`src/rtl/flt_pkg.sv`:
```
package flt_pkg;
  typedef enum logic [1:0] {
    FLG_CLEAR = 2'b00,
    FLG_THERM = 2'b01,
    FLG_LEAD  = 2'b10,
    FLG_VOLT  = 2'b11
  } flag_e;
endpackage

```
`src/rtl/ffm_lock_timer.sv`:
```
module ffm_lock_timer #(
  parameter int LOCK_W    = 6,
  parameter int LOCK_UNIT = 1000
) (
  input  logic              clk,
  input  logic              rst,
  input  logic              run_i,
  input  logic              trig_i,
  input  logic              hold_i,
  input  logic [LOCK_W-1:0] cfg_i,
  output logic              active_o,
  output logic              restart_o
);
  localparam int MAX_CNT = ((1 << LOCK_W) - 1) * LOCK_UNIT;
  localparam int CNT_W   = $clog2(MAX_CNT + 1);

  logic [CNT_W-1:0]  cnt;
  logic [CNT_W-1:0]  load_val;
  logic [LOCK_W-1:0] units;

  // a zero setting is treated as one time unit
  always_comb begin
    units    = (cfg_i == '0) ? LOCK_W'(1) : cfg_i;
    load_val = CNT_W'(units) * CNT_W'(LOCK_UNIT) - CNT_W'(1);
  end

  always_ff @(posedge clk) begin
    if (rst) begin
      active_o  <= 1'b0;
      restart_o <= 1'b0;
      cnt       <= '0;
    end else begin
      restart_o <= 1'b0;
      if (!run_i) begin
        active_o <= 1'b0;
        cnt      <= '0;
      end else if (!active_o) begin
        if (trig_i) begin
          active_o <= 1'b1;
          cnt      <= load_val;
        end
      end else if (cnt != '0) begin
        cnt <= cnt - CNT_W'(1);
      end else if (hold_i) begin
        cnt <= load_val;
      end else begin
        active_o  <= 1'b0;
        restart_o <= 1'b1;
      end
    end
  end
endmodule

```
`src/rtl/ffm_ocp_latch.sv`:
```
module ffm_ocp_latch #(
  parameter int BLANK_CYCLES = 8
) (
  input  logic clk,
  input  logic rst,
  input  logic ocp_i,
  input  logic clr_i,
  output logic latched_o
);
  localparam int BW = $clog2(BLANK_CYCLES + 1);

  logic [BW-1:0] cnt;

  always_ff @(posedge clk) begin
    if (rst || clr_i) begin
      cnt       <= '0;
      latched_o <= 1'b0;
    end else if (!ocp_i) begin
      cnt <= '0;
    end else if (cnt == BW'(BLANK_CYCLES - 1)) begin
      latched_o <= 1'b1;
    end else begin
      cnt <= cnt + BW'(1);
    end
  end
endmodule

```
`src/rtl/ffm_flag_enc.sv`:
```
module ffm_flag_enc
  import flt_pkg::*;
(
  input  logic       clk,
  input  logic       rst,
  input  logic       por_i,
  input  logic       volt_flag_i,
  input  logic       volt_off_i,
  input  logic       lead_i,
  input  logic       therm_i,
  output logic [1:0] flag_o,
  output logic       drv_off_o
);
  flag_e flag_nx;
  logic  off_nx;

  always_comb begin
    if (por_i)            flag_nx = FLG_CLEAR;
    else if (volt_flag_i) flag_nx = FLG_VOLT;
    else if (lead_i)      flag_nx = FLG_LEAD;
    else if (therm_i)     flag_nx = FLG_THERM;
    else                  flag_nx = FLG_CLEAR;
    off_nx = por_i | volt_off_i | lead_i | therm_i;
  end

  always_ff @(posedge clk) begin
    if (rst) begin
      flag_o    <= FLG_CLEAR;
      drv_off_o <= 1'b0;
    end else begin
      flag_o    <= flag_nx;
      drv_off_o <= off_nx;
    end
  end
endmodule

```
`src/rtl/fault_flag_mgr.sv`:
```
module fault_flag_mgr #(
  parameter int LOCK_W       = 6,
  parameter int LOCK_UNIT    = 1000,
  parameter int BLANK_CYCLES = 8
) (
  input  logic              clk,
  input  logic              rst,
  input  logic              por_busy_i,
  input  logic              tsd_i,
  input  logic              sync_lost_i,
  input  logic              ocp_i,
  input  logic              vbb_uv_i,
  input  logic              vbb_ov_i,
  input  logic              vcp_uv_i,
  input  logic              run_cmd_i,
  input  logic              run_rise_i,
  input  logic              cfg_uv_mask_i,
  input  logic              cfg_ov_dis_i,
  input  logic [LOCK_W-1:0] cfg_lock_time_i,
  output logic              drv_off_o,
  output logic              restart_o,
  output logic [1:0]        flag_o
);
  logic ocp_lat;
  logic lock_act;
  logic ov_live;
  logic volt_flag;
  logic volt_off;

  always_comb begin
    ov_live   = vbb_ov_i & ~cfg_ov_dis_i;
    volt_flag = vbb_uv_i | ov_live | (vcp_uv_i & run_cmd_i);
    volt_off  = (vbb_uv_i & ~cfg_uv_mask_i) | ov_live | vcp_uv_i;
  end

  ffm_lock_timer #(.LOCK_W(LOCK_W), .LOCK_UNIT(LOCK_UNIT)) u_lock (
    .clk       (clk),
    .rst       (rst),
    .run_i     (run_cmd_i),
    .trig_i    (tsd_i | sync_lost_i),
    .hold_i    (tsd_i),
    .cfg_i     (cfg_lock_time_i),
    .active_o  (lock_act),
    .restart_o (restart_o)
  );

  ffm_ocp_latch #(.BLANK_CYCLES(BLANK_CYCLES)) u_ocp (
    .clk       (clk),
    .rst       (rst),
    .ocp_i     (ocp_i),
    .clr_i     (run_rise_i),
    .latched_o (ocp_lat)
  );

  ffm_flag_enc u_enc (
    .clk         (clk),
    .rst         (rst),
    .por_i       (por_busy_i),
    .volt_flag_i (volt_flag),
    .volt_off_i  (volt_off),
    .lead_i      (ocp_lat | lock_act),
    .therm_i     (tsd_i),
    .flag_o      (flag_o),
    .drv_off_o   (drv_off_o)
  );
endmodule

```
`config.mk`:
```
export PLATFORM = sky130hd
export DESIGN_NAME = fault_flag_mgr
export DESIGN_NICKNAME = d
export VERILOG_FILES = /design/src/rtl/flt_pkg.sv /design/src/rtl/ffm_lock_timer.sv /design/src/rtl/ffm_ocp_latch.sv /design/src/rtl/ffm_flag_enc.sv /design/src/rtl/fault_flag_mgr.sv
export SDC_FILE = /design/constraint.sdc
export NUM_CORES = 1
export LEC_CHECK = 0
export CORE_MARGIN = 10
export CORE_UTILIZATION = 55
export CTS_CLUSTER_DIAMETER = 50
export CTS_CLUSTER_SIZE = 28
export DETAILED_ROUTE_END_ITERATION = 7
export DONT_BUFFER_PORTS = 1
export PLACE_DENSITY = 0.71
export SLEW_MARGIN = 25
export SYNTH_ARGS = -nofsm -noshare
export SYNTH_HDL_FRONTEND = slang
export SYNTH_SLANG_ARGS = --single-unit
```
`constraint.sdc`:
```
create_clock -name clk -period 4.1 [get_ports clk]
set_input_delay 0.41 -clock clk [delete_from_list [all_inputs] [get_ports clk]]
set_output_delay 0.41 -clock clk [all_outputs]
set_load 0.02 [all_outputs]
```
==> flow_metrics.env, run 1 <==
export IMPL_tns_ns=0
export IMPL_n_antenna_cell=0
export IMPL_grt_start_max_net_pins=18
export IMPL_power_density_nw_per_um2=513
export IMPL_synth_top_cell_area_share_pct=20.4
export IMPL_final_common_cell="buf_4"
export IMPL_leakagePower_nw=1.31
export IMPL_grt_pass1_wl_um=10100
export IMPL_synth_edf_count=0
export IMPL_fin_util_pct=68.1
export IMPL_drive_above_1_share_pct=19.7
export IMPL_whs_ns=0.191
export IMPL_antenna_found_initial=0
export IMPL_final_cell_mix="32 x buf_4, 31 x nor2_1, 28 x inv_1, 26 x dfxtp_1, 25 x ha_1"
export IMPL_clock_skew_ns=0.00393
export IMPL_p_sw_share_pct=42.6
export IMPL_ys_ff_latch=26
export IMPL_dr_total_vias=2369
export IMPL_layout_nets=408
export IMPL_ys_seq_area_share_pct=20.4
export IMPL_io_buffers=0
export IMPL_rsz0062_at_grt="yes"
export IMPL_ys_flop_type="dfxtp_1"
export IMPL_syn_inst=327
export IMPL_grt_ovfl_total=0
export IMPL_endpoint_kind="flip-flop"
export IMPL_die_w_um=88.2
export IMPL_cts_tree="yes"
export IMPL_slew_headroom_pct=50.6
export IMPL_p_int_uw=885
export IMPL_yosysUniqueCellTypes=54
export IMPL_dp_hpwl_um=4730
export IMPL_synth_warnings=0
export IMPL_wl_um=6000
export IMPL_critPathKind="in2reg"
export IMPL_drt_iter0_markers=249
export IMPL_fp_dieArea_um2=7770
export IMPL_combPwrFrac_pct=69.1
export IMPL_initial_core_util_pct=57.9
export IMPL_synth_area_um2=2560
export IMPL_final_setup_viol_count=0
export IMPL_syn_mean_instance_area_um2=7.82
export IMPL_maxCapViolCount=0
export IMPL_dieHeight_um=88.2
export IMPL_drtAntennaViolNets=0
export IMPL_root_buffer="clkbuf_8"
export IMPL_cts_buffers_inserted=3
export IMPL_grt_total_usage_pct=15.5
export IMPL_cts_path_max_buffers=2
export IMPL_p_sw_uw=656
export IMPL_route_detailed_drc=0
export IMPL_post_synth_top_area_cell="dfxtp_1"
export IMPL_first_pass_iters=4
export IMPL_ys_top_cells_by_area="dfxtp_1 20%, ha_1 14%, fa_1 7.0%"
export IMPL_start_kind="input pin"
export IMPL_critPathArrivalTime_ns=4.19
export IMPL_cts_sinks=26
export IMPL_via_per_inst=5.88
export IMPL_crit_path_max_fanout=4
export IMPL_ctsHoldBuffers=0
export IMPL_synthArstFlopShare_pct=0
export IMPL_clk_insertion_delay_late_ns=0.27
export IMPL_timing_final_ws_setup_ns=0.0774
export IMPL_period_needed_ns=4.02
export IMPL_grt_pass1_vias=2194
export IMPL_hold_class="in2reg"
export IMPL_cp_required_ns=4.27
export IMPL_route_detailed_wl_per_inst_um=14.9
export IMPL_max_freq_mhz=249
export IMPL_hold_viol=0
export IMPL_io_pins=23
export IMPL_timing_final_crit_share_pct=98.1
export IMPL_syn_nets=383
export IMPL_peakVddDrop_v=0.000278
export IMPL_p_clk_share_pct=10.8
export IMPL_place_congestion=0.818
export IMPL_rows=24
export IMPL_worst_pin_slew_ns=0.734
export IMPL_cts_max_level=1
export IMPL_clkTransAtPathRegs_ns=0.09
export IMPL_syn_to_final_growth_pct=17.6
export IMPL_drv_slew=0
export IMPL_pwr_share_seq_pct=20.1
export IMPL_run_status="finished, final reports clean"
export IMPL_core_area_um2=4410
export IMPL_dp_slack_ns=-0.181
[final timing paths]
kind	start	endpoint	slack, ns	cells after the start
setup / recovery	cfg_lock_time_i[5]	u_lock.cnt[12]	0.08	20
hold / removal	rst	u_enc.drv_off_o	0.19	1
setup reg to reg	u_lock.cnt[4]	u_lock.cnt[15]	1.25	6
hold reg to reg	u_lock.cnt[7]	u_lock.cnt[7]	0.48	2
[sequential cells by signal, indices dropped and copies added (netlist names)]
signal	count
u_enc.drv_off_o	1
u_ocp.cnt	4
u_lock.restart_o	1
u_lock.active_o	1
u_lock.cnt	16
u_enc.flag_o	2
u_ocp.latched_o	1
[final cells by class]
type | instances | area, µm²
tap | 52 | 65.1
inverter | 32 | 133
fill | 363 | 1410
clock buffer | 4 | 55.1
sequential | 26 | 520
multi-input combinational | 257 | 1990
timing repair buffer | 32 | 240
[power groups by stage]
stage / sequential [mW] / clock [mW] / combinational (mW)
3_5_place_dp: 0.315 / 0 / 0.985
2_1_floorplan: 0.306 / 0 / 0.691
4_1_cts: 0.309 / 0.170 / 0.994
3_3_place_gp: 0.313 / 0 / 0.969
5_1_grt: 0.314 / 0.175 / 1.19
6_report: 0.310 / 0.167 / 1.06
[metal layers]
metal  global-route usage (%)  up-vias  wire (µm)
met1                     21.3     1097       2840
li1                         -     1216          -
met3                     3.81        8        295
met4                     3.00        0         70
met2                     24.0       48       2790
met5                        0        -          0
[repair_timing]
action / in CTS / in global routing
hold endpoints to repair: 0 / 0
buffers inserted: 0 / 3
endpoints found under the setup margin: 0 / 5
gates resized for setup: 0 / 23
[metrics by stage]
stage / cells / instance area [µm²] / power (mW)
global route: 403 / 3010 / 1.67
CTS: 400 / 2900 / 1.47
finish: 403 / 3010 / 1.54
detailed placement: 396 / 2850 / 1.30
global placement: 396 / 2850 / 1.28
floorplan: 327 / 2620 / 0.997
[cell usage after synthesis (all sizes together) (2+ instances only)]
library cell,number
inv,32
nor2,32
ha,28
a21oi,26
dfxtp,26
nand2,21
nor3,18
o21ai,18
a211oi,9
clkbuf,9
fa,9
nor4,9
xnor2,9
xor2,8
nand3,6
nor2b,5
or3,5
and2,4
and3,4
or2,4
a21o,3
a311oi,3
buf,3
mux2i,3
nand2b,3
nor3b,3
a2111oi,2
nand4b,2
o211ai,2
o21bai,2
o31ai,2
o32a,2
[cell families (layout without fill, tap and decap cells)]
family                     count (synthesis)  in the layout  synth area share [%]
and+or+nand+nor                          120            120                  24.4
AOI/OAI and AO/OA                         80             80                  20.7
buffers and inverters                     44             68                  6.85
adders and majority gates                 37             37                  20.8
DFF                                       26             26                  20.4
xor gates and xnor gates                  17             17                  5.83
muxes                                      3              3                  1.17
[critical path: stages]
cell	delay [ns]
inv_8	0.02
ha_4	0.14
nor3b_4	0.15
a21oi_2	0.17
inv_1	0.06
ha_1	0.30
ha_1	0.30
inv_2	0.06
fa_1	0.40
inv_1	0.07
ha_2	0.18
inv_2	0.04
fa_2	0.54
nor3b_4	0.21
nand4_1	0.17
o21bai_4	0.23
or3_1	0.36
a21oi_2	0.17
o32a_1	0.16
nand2_1	0.05
Power figures use the tool's default switching activity.
==> inputs of run 2 (changes only) <==
Settings changed: BUFFER_PORTS_ARGS set to -buffer_cell sky130_fd_sc_hd__buf_2, DONT_BUFFER_PORTS 1 to unset, PLACE_DENSITY 0.71 to 0.76.
==> run 2 against run 1 <==
Effect of this change:
- largest power group unchanged
- the run now ends with negative setup slack left
- power is 15% higher
- sequential share of layout area shrank 1.8 points
- via count grew 7.6%
- clock skew grew 0.0045 ns
- global-route usage increased by 1.3 points
- register-to-register slack about the same
- first-iteration DRC count decreased by 65%
==> flow_metrics.env, run 2 (same netlist as run 1, synthesis figures left out) <==
export IMPL_grt_pass1_wl_um=10900
export IMPL_ctsHoldBuffers=0
export IMPL_dp_cells=428
export IMPL_regMostFlops="u_lock.cnt"
export IMPL_slew_headroom_pct=49.3
export IMPL_min_path_cells=2
export IMPL_max_freq_mhz=241
export IMPL_maxCapViolCount=0
export IMPL_cts_tree="yes"
export IMPL_initial_core_util_pct=57.9
export IMPL_die_w_um=88.2
export IMPL_stdcell_count=441
export IMPL_cts_path_max_buffers=2
export IMPL_clock_skew_ns=0.00841
export IMPL_wl_um=6900
export IMPL_rsz0062_at_grt="yes"
export IMPL_critPathArrivalTime_ns=4.32
export IMPL_io_buffers=22
export IMPL_n_antenna_cell=0
export IMPL_start_kind="input pin"
export IMPL_rows=24
export IMPL_drive_above_1_share_pct=30.1
export IMPL_dieHeight_um=88.2
export IMPL_dp_hpwl_um=4970
export IMPL_syn_to_final_growth_pct=31.0
export IMPL_via_per_inst=5.78
export IMPL_final_cell_mix="48 x buf_4, 31 x nor2_1, 28 x inv_1, 26 x dfxtp_1"
export IMPL_endpoint_kind="flip-flop"
export IMPL_grt_pass1_vias=2501
export IMPL_grt_ovfl_total=0
export IMPL_hold_class="in2reg"
export IMPL_period_needed_ns=4.16
export IMPL_dr_total_vias=2548
export IMPL_leakagePower_nw=1.50
export IMPL_clkTransAtPathRegs_ns=0.10
export IMPL_first_pass_iters=4
export IMPL_timing_final_crit_share_pct=101
export IMPL_run_status="complete, but fails checks"
export IMPL_whs_ns=0.295
export IMPL_root_buffer="clkbuf_8"
export IMPL_core_area_um2=4410
export IMPL_grt_start_max_net_pins=18
export IMPL_cts_max_level=1
export IMPL_final_setup_viol_count=1
export IMPL_cp_required_ns=4.27
export IMPL_place_congestion=0.855
export IMPL_peakVddDrop_v=0.000401
export IMPL_antenna_found_initial=0
export IMPL_top_regs="u_lock.cnt (16), u_ocp.cnt (4), u_enc.flag_o (2)"
export IMPL_route_detailed_wl_per_inst_um=15.6
export IMPL_hold_viol=0
export IMPL_route_detailed_drc=0
export IMPL_violations="negative setup slack"
export IMPL_final_common_cell="buf_4"
export IMPL_cts_buffers_inserted=3
export IMPL_crit_path_max_fanout=3
export IMPL_cts_sinks=26
export IMPL_critPathKind="in2reg"
export IMPL_fin_util_pct=75.9
export IMPL_r2r_cells=6
export IMPL_largest_reg_flops=16
export IMPL_fp_dieArea_um2=7770
export IMPL_drt_iter0_markers=86
export IMPL_dp_slack_ns=-0.313
export IMPL_io_pins=23
export IMPL_timing_final_ws_setup_ns=-0.0554
export IMPL_grt_total_usage_pct=16.8
export IMPL_clk_insertion_delay_late_ns=0.28
export IMPL_worst_pin_slew_ns=0.754
export IMPL_tns_ns=-0.0554
export IMPL_drtAntennaViolNets=0
export IMPL_drv_slew=0
export IMPL_layout_nets=446
export IMPL_power_density_nw_per_um2=530
run 2: cell types whose count changed in the layout (fill, tap and decap cells not counted), moves of 3 or more:
cell and delta:
buf_2 +20, buf_4 +16, nor3_2 +4, nor3_1 -3
run 2: per-layer routing:
metal,global-route usage (%),vias up,wire length [µm]
met4,4.71,0,104
met1,20.0,1192,2860
met2,30.7,51,3750
met5,0,-,0
met3,1.76,13,175
li1,-,1292,-
run 2: worst max-delay path, cell delays in order:
cell and delay [ns]:
buf_8 0.08, inv_6 0.03, ha_4 0.15, nor3b_4 0.15
a21oi_2 0.18, inv_1 0.06, ha_1 0.29, ha_1 0.31
inv_2 0.06, fa_1 0.40, inv_1 0.08, ha_2 0.19
inv_2 0.04, fa_2 0.56, nor3b_4 0.19, nand4_1 0.18
o21bai_4 0.22, or3_4 0.38, a21oi_4 0.15, o32a_1 0.15
nand2_1 0.05
run 2: path summary, 6_finish.rpt:
kind,startpoint,endpoint,slack (ns)
max,cfg_lock_time_i[5],u_lock.cnt[12],-0.06
min,run_rise_i,u_ocp.latched_o,0.29
max reg2reg,u_lock.cnt[4],u_lock.cnt[15],1.26
min reg2reg,u_ocp.cnt[1],u_ocp.cnt[1],0.48
run 2: layout make-up:
type / instances / area, µm²
multi-input combinational: 257 / 2070
fill: 316 / 1060
sequential: 26 / 520
timing repair buffer: 70 / 490
inverter: 32 / 128
tap: 52 / 65.1
clock buffer: 3 / 41.3
clock inverter: 1 / 30.0
run 2: through the flow:
| stage | area (µm²) | total power [mW] |
|---|---|---|
| after global placement | 3030 | 1.33 |
| final | 3350 | 1.78 |
| after floorplan | 2620 | 0.997 |
| after global routing | 3350 | 1.90 |
| after CTS | 3150 | 1.63 |
| after detailed placement | 3030 | 1.36 |
run 2: power by group:
group | switching, mW | internal [mW] | total, mW
clock network | 0.0846 | 0.131 | 0.215
logic | 0.646 | 0.609 | 1.25
registers | 0.0262 | 0.280 | 0.306
total | 0.757 | 1.02 | 1.78
run 2: repair_timing:
| item | in CTS | in global routing |
|---|---|---|
| pin swaps | 3 | 17 |
| endpoints found under the setup margin | 1 | 6 |
| endpoints found under the hold margin | 0 | 0 |
| setup buffers | 2 | 7 |
| gates resized for setup | 4 | 35 |
==> inputs of run 3 (changes only) <==
--- a/config.mk
+++ b/config.mk
@@ -14,2 +14,3 @@
 export PLACE_DENSITY = 0.76
+export REMOVE_ABC_BUFFERS = 1
 export SLEW_MARGIN = 25
==> constraint.sdc (replaced) <==
create_clock -name clk -period 4.1 [get_ports clk]
set_input_delay 0.82 -clock clk [delete_from_list [all_inputs] [get_ports clk]]
set_output_delay 0.82 -clock clk [all_outputs]
set_load 0.02 [all_outputs]
==> run 3 against run 2 <==
Effect of this change:
- the run still ends with negative setup slack left
- power increased by 17%
- sequential share of layout area decreased by 1.4 points
- core utilization increased by 7.7 points
- wire length increased by 33%
- highest routed layer unchanged
==> flow_metrics.env, run 3 (same netlist as run 1, synthesis figures left out) <==
export IMPL_run_status="complete, but fails checks"
export IMPL_violations="negative setup slack"
export IMPL_final_setup_viol_count=7
export IMPL_wl_um=9200
export IMPL_grt_pass1_vias=2745
export IMPL_antenna_found_initial=0
export IMPL_syn_to_final_growth_pct=44.3
export IMPL_regMostFlops="u_lock.cnt"
export IMPL_fill_cells=229
export IMPL_top_regs="u_lock.cnt (16), u_ocp.cnt (4), u_enc.flag_o (2)"
export IMPL_route_detailed_wl_per_inst_um=20.0
export IMPL_cts_tree="yes"
export IMPL_drtAntennaViolNets=0
export IMPL_seq_area_um2=520
export IMPL_r2r_cells=6
export IMPL_fp_dieArea_um2=7770
export IMPL_stdcell_count=459
export IMPL_layout_nets=464
export IMPL_io_buffers=22
export IMPL_leakagePower_nw=1.63
export IMPL_timing_final_crit_share_pct=112
export IMPL_max_freq_mhz=218
export IMPL_drv_slew=0
export IMPL_crit_chain="buf_8 > inv_6 > ha_4 > nor3b_4 > a21oi_2 > buf_6 > xor2_4 > inv_1 > ha_1 > inv_2 > fa_2 > fa_2 > nor3b_4 > nand4_1 > o21bai_4 > or3_4 > a21oi_4 > o32a_1 > nand2_1"
export IMPL_hold_viol=0
export IMPL_critPathArrivalTime_ns=4.75
export IMPL_drive_above_1_share_pct=39.3
export IMPL_grt_total_usage_pct=19.5
export IMPL_peakVddDrop_v=0.000492
export IMPL_root_buffer="clkbuf_8"
export IMPL_clk_insertion_delay_late_ns=0.28
export IMPL_slew_headroom_pct=44.6
export IMPL_crit_path_max_incr_delay_ns=0.61
export IMPL_grt_pass1_wl_um=12600
export IMPL_final_common_cell="buf_4"
export IMPL_dp_hpwl_um=5110
export IMPL_multi_input_comb_area_um2=2260
export IMPL_first_pass_iters=5
export IMPL_dp_cells=442
export IMPL_clock_skew_ns=0.00364
export IMPL_combPwrFrac_pct=74.4
export IMPL_crit_path_max_fanout=4
export IMPL_worstReg2RegStart="u_lock.cnt[4]"
export IMPL_die_w_um=88.2
export IMPL_crit_start="cfg_lock_time_i[4]"
export IMPL_period_needed_ns=4.58
export IMPL_worst_pin_slew_ns=0.824
export IMPL_grt_ovfl_total=0
export IMPL_timing_final_ws_setup_ns=-0.478
export IMPL_p_int_mw=1.15
export IMPL_fin_util_pct=83.6
export IMPL_dr_total_vias=2936
export IMPL_hold_class="reg2reg"
export IMPL_route_detailed_drc=0
export IMPL_critPathKind="in2reg"
export IMPL_place_congestion=0.836
export IMPL_endpoint_kind="flip-flop"
export IMPL_power_density_nw_per_um2=561
export IMPL_pwr_share_seq_pct=15.0
export IMPL_drt_iter0_markers=226
export IMPL_regToRegSetupSlack_ns=1.19
export IMPL_crit_path_end="u_lock.cnt[12]"
export IMPL_cp_required_ns=4.28
export IMPL_reg2reg_to="u_lock.cnt[15]"
export IMPL_largest_reg_flops=16
export IMPL_p_sw_uw=921
export IMPL_slowest_stage="fa_2"
export IMPL_p_clk_share_pct=10.6
export IMPL_p_total_mw=2.07
export IMPL_p_sw_share_pct=44.5
export IMPL_final_cell_mix="62 x buf_4, 29 x nor2_1, 26 x dfxtp_1, 23 x a21oi_1, 21 x inv_1"
export IMPL_core_area_um2=4410
export IMPL_n_antenna_cell=0
export IMPL_cts_path_max_buffers=2
export IMPL_clkTransAtPathRegs_ns=0.10
export IMPL_via_per_inst=6.40
export IMPL_cts_max_level=1
export IMPL_grt_start_max_net_pins=18
export IMPL_dieHeight_um=88.2
export IMPL_cts_buffers_inserted=3
export IMPL_cts_sinks=26
export IMPL_maxCapViolCount=0
export IMPL_io_pins=23
export IMPL_initial_core_util_pct=57.9
export IMPL_start_kind="input pin"
export IMPL_rows=24
export IMPL_rsz0062_at_grt="yes"
-- run 3: changes by cell type in the layout (fill, tap and decap cells not counted), sizes merged --
cell	before	now
buf	70	88
-- run 3: how the worst min path moves through the flow --
stage             startpoint             to  slack (ns)  cells after the start
6_report       u_lock.cnt[7]  u_lock.cnt[7]        0.48                      2
3_5_place_dp   u_lock.cnt[7]  u_lock.cnt[7]        0.47                      2
3_3_place_gp    u_ocp.cnt[1]   u_ocp.cnt[1]        0.46                      2
4_1_cts        u_lock.cnt[7]  u_lock.cnt[7]        0.48                      2
2_1_floorplan   u_ocp.cnt[1]   u_ocp.cnt[1]        0.45                      2
5_1_grt        u_lock.cnt[7]  u_lock.cnt[7]        0.52                      2
-- run 3: metrics by stage --
stage / setup TNS [ns] / area [µm²] / hold slack, ns / worst slack (ns)
final: -2.29 / 3690 / 0.482 / -0.478
after global routing: -3.29 / 3690 / 0.518 / -0.616
after CTS: -1.38 / 3440 / 0.484 / -0.336
after detailed placement: -6.02 / 3070 / 0.472 / -1.05
after global placement: -4.71 / 3070 / 0.463 / -0.828
after floorplan: -3.39 / 2500 / 0.449 / -0.778
-- run 3: critical path, delay by kind of cell --
family                     cells  cell delay, ns
adders and majority gates      4            1.55
xor gates and xnor gates       1            0.17
and+or+nand+nor                5            0.98
AOI/OAI and AO/OA              4            0.81
buffers and inverters          5            0.42
-- run 3: what timing repair did --
| item | in CTS | in global routing |
|---|---|---|
| gates resized for setup | 54 | 41 |
| setup buffers | 8 | 7 |
| pin swaps | 29 | 28 |
| endpoints found under the setup margin | 7 | 7 |
| hold buffers | 0 | 0 |
-- run 3: layout make-up --
class	count	area share (%)
clock buffers	3	1.12
clock inverters	1	0.814
inverters	32	3.46
multi-input cells	257	61.4
flip-flops and latches	26	14.1
well taps	52	1.76
repair buffers	88	17.4
-- run 3: routing by layer --
layer	routed length, µm	part of all wire (%)	global-route usage [%]
met1	3340	36	22.5
met2	4790	52	36.2
met3	591	6.4	2.32
met4	487	5.3	6.13
met5	0	0	0
-- run 3: power by group through the flow --
stage | Clock [mW] | Sequential [mW] | Combinational (mW)
after floorplan | 0 | 0.308 | 0.625
after global placement | 0 | 0.310 | 1.02
after detailed placement | 0 | 0.312 | 1.04
after CTS | 0.216 | 0.306 | 1.24
after global routing | 0.227 | 0.314 | 1.63
final | 0.219 | 0.310 | 1.54
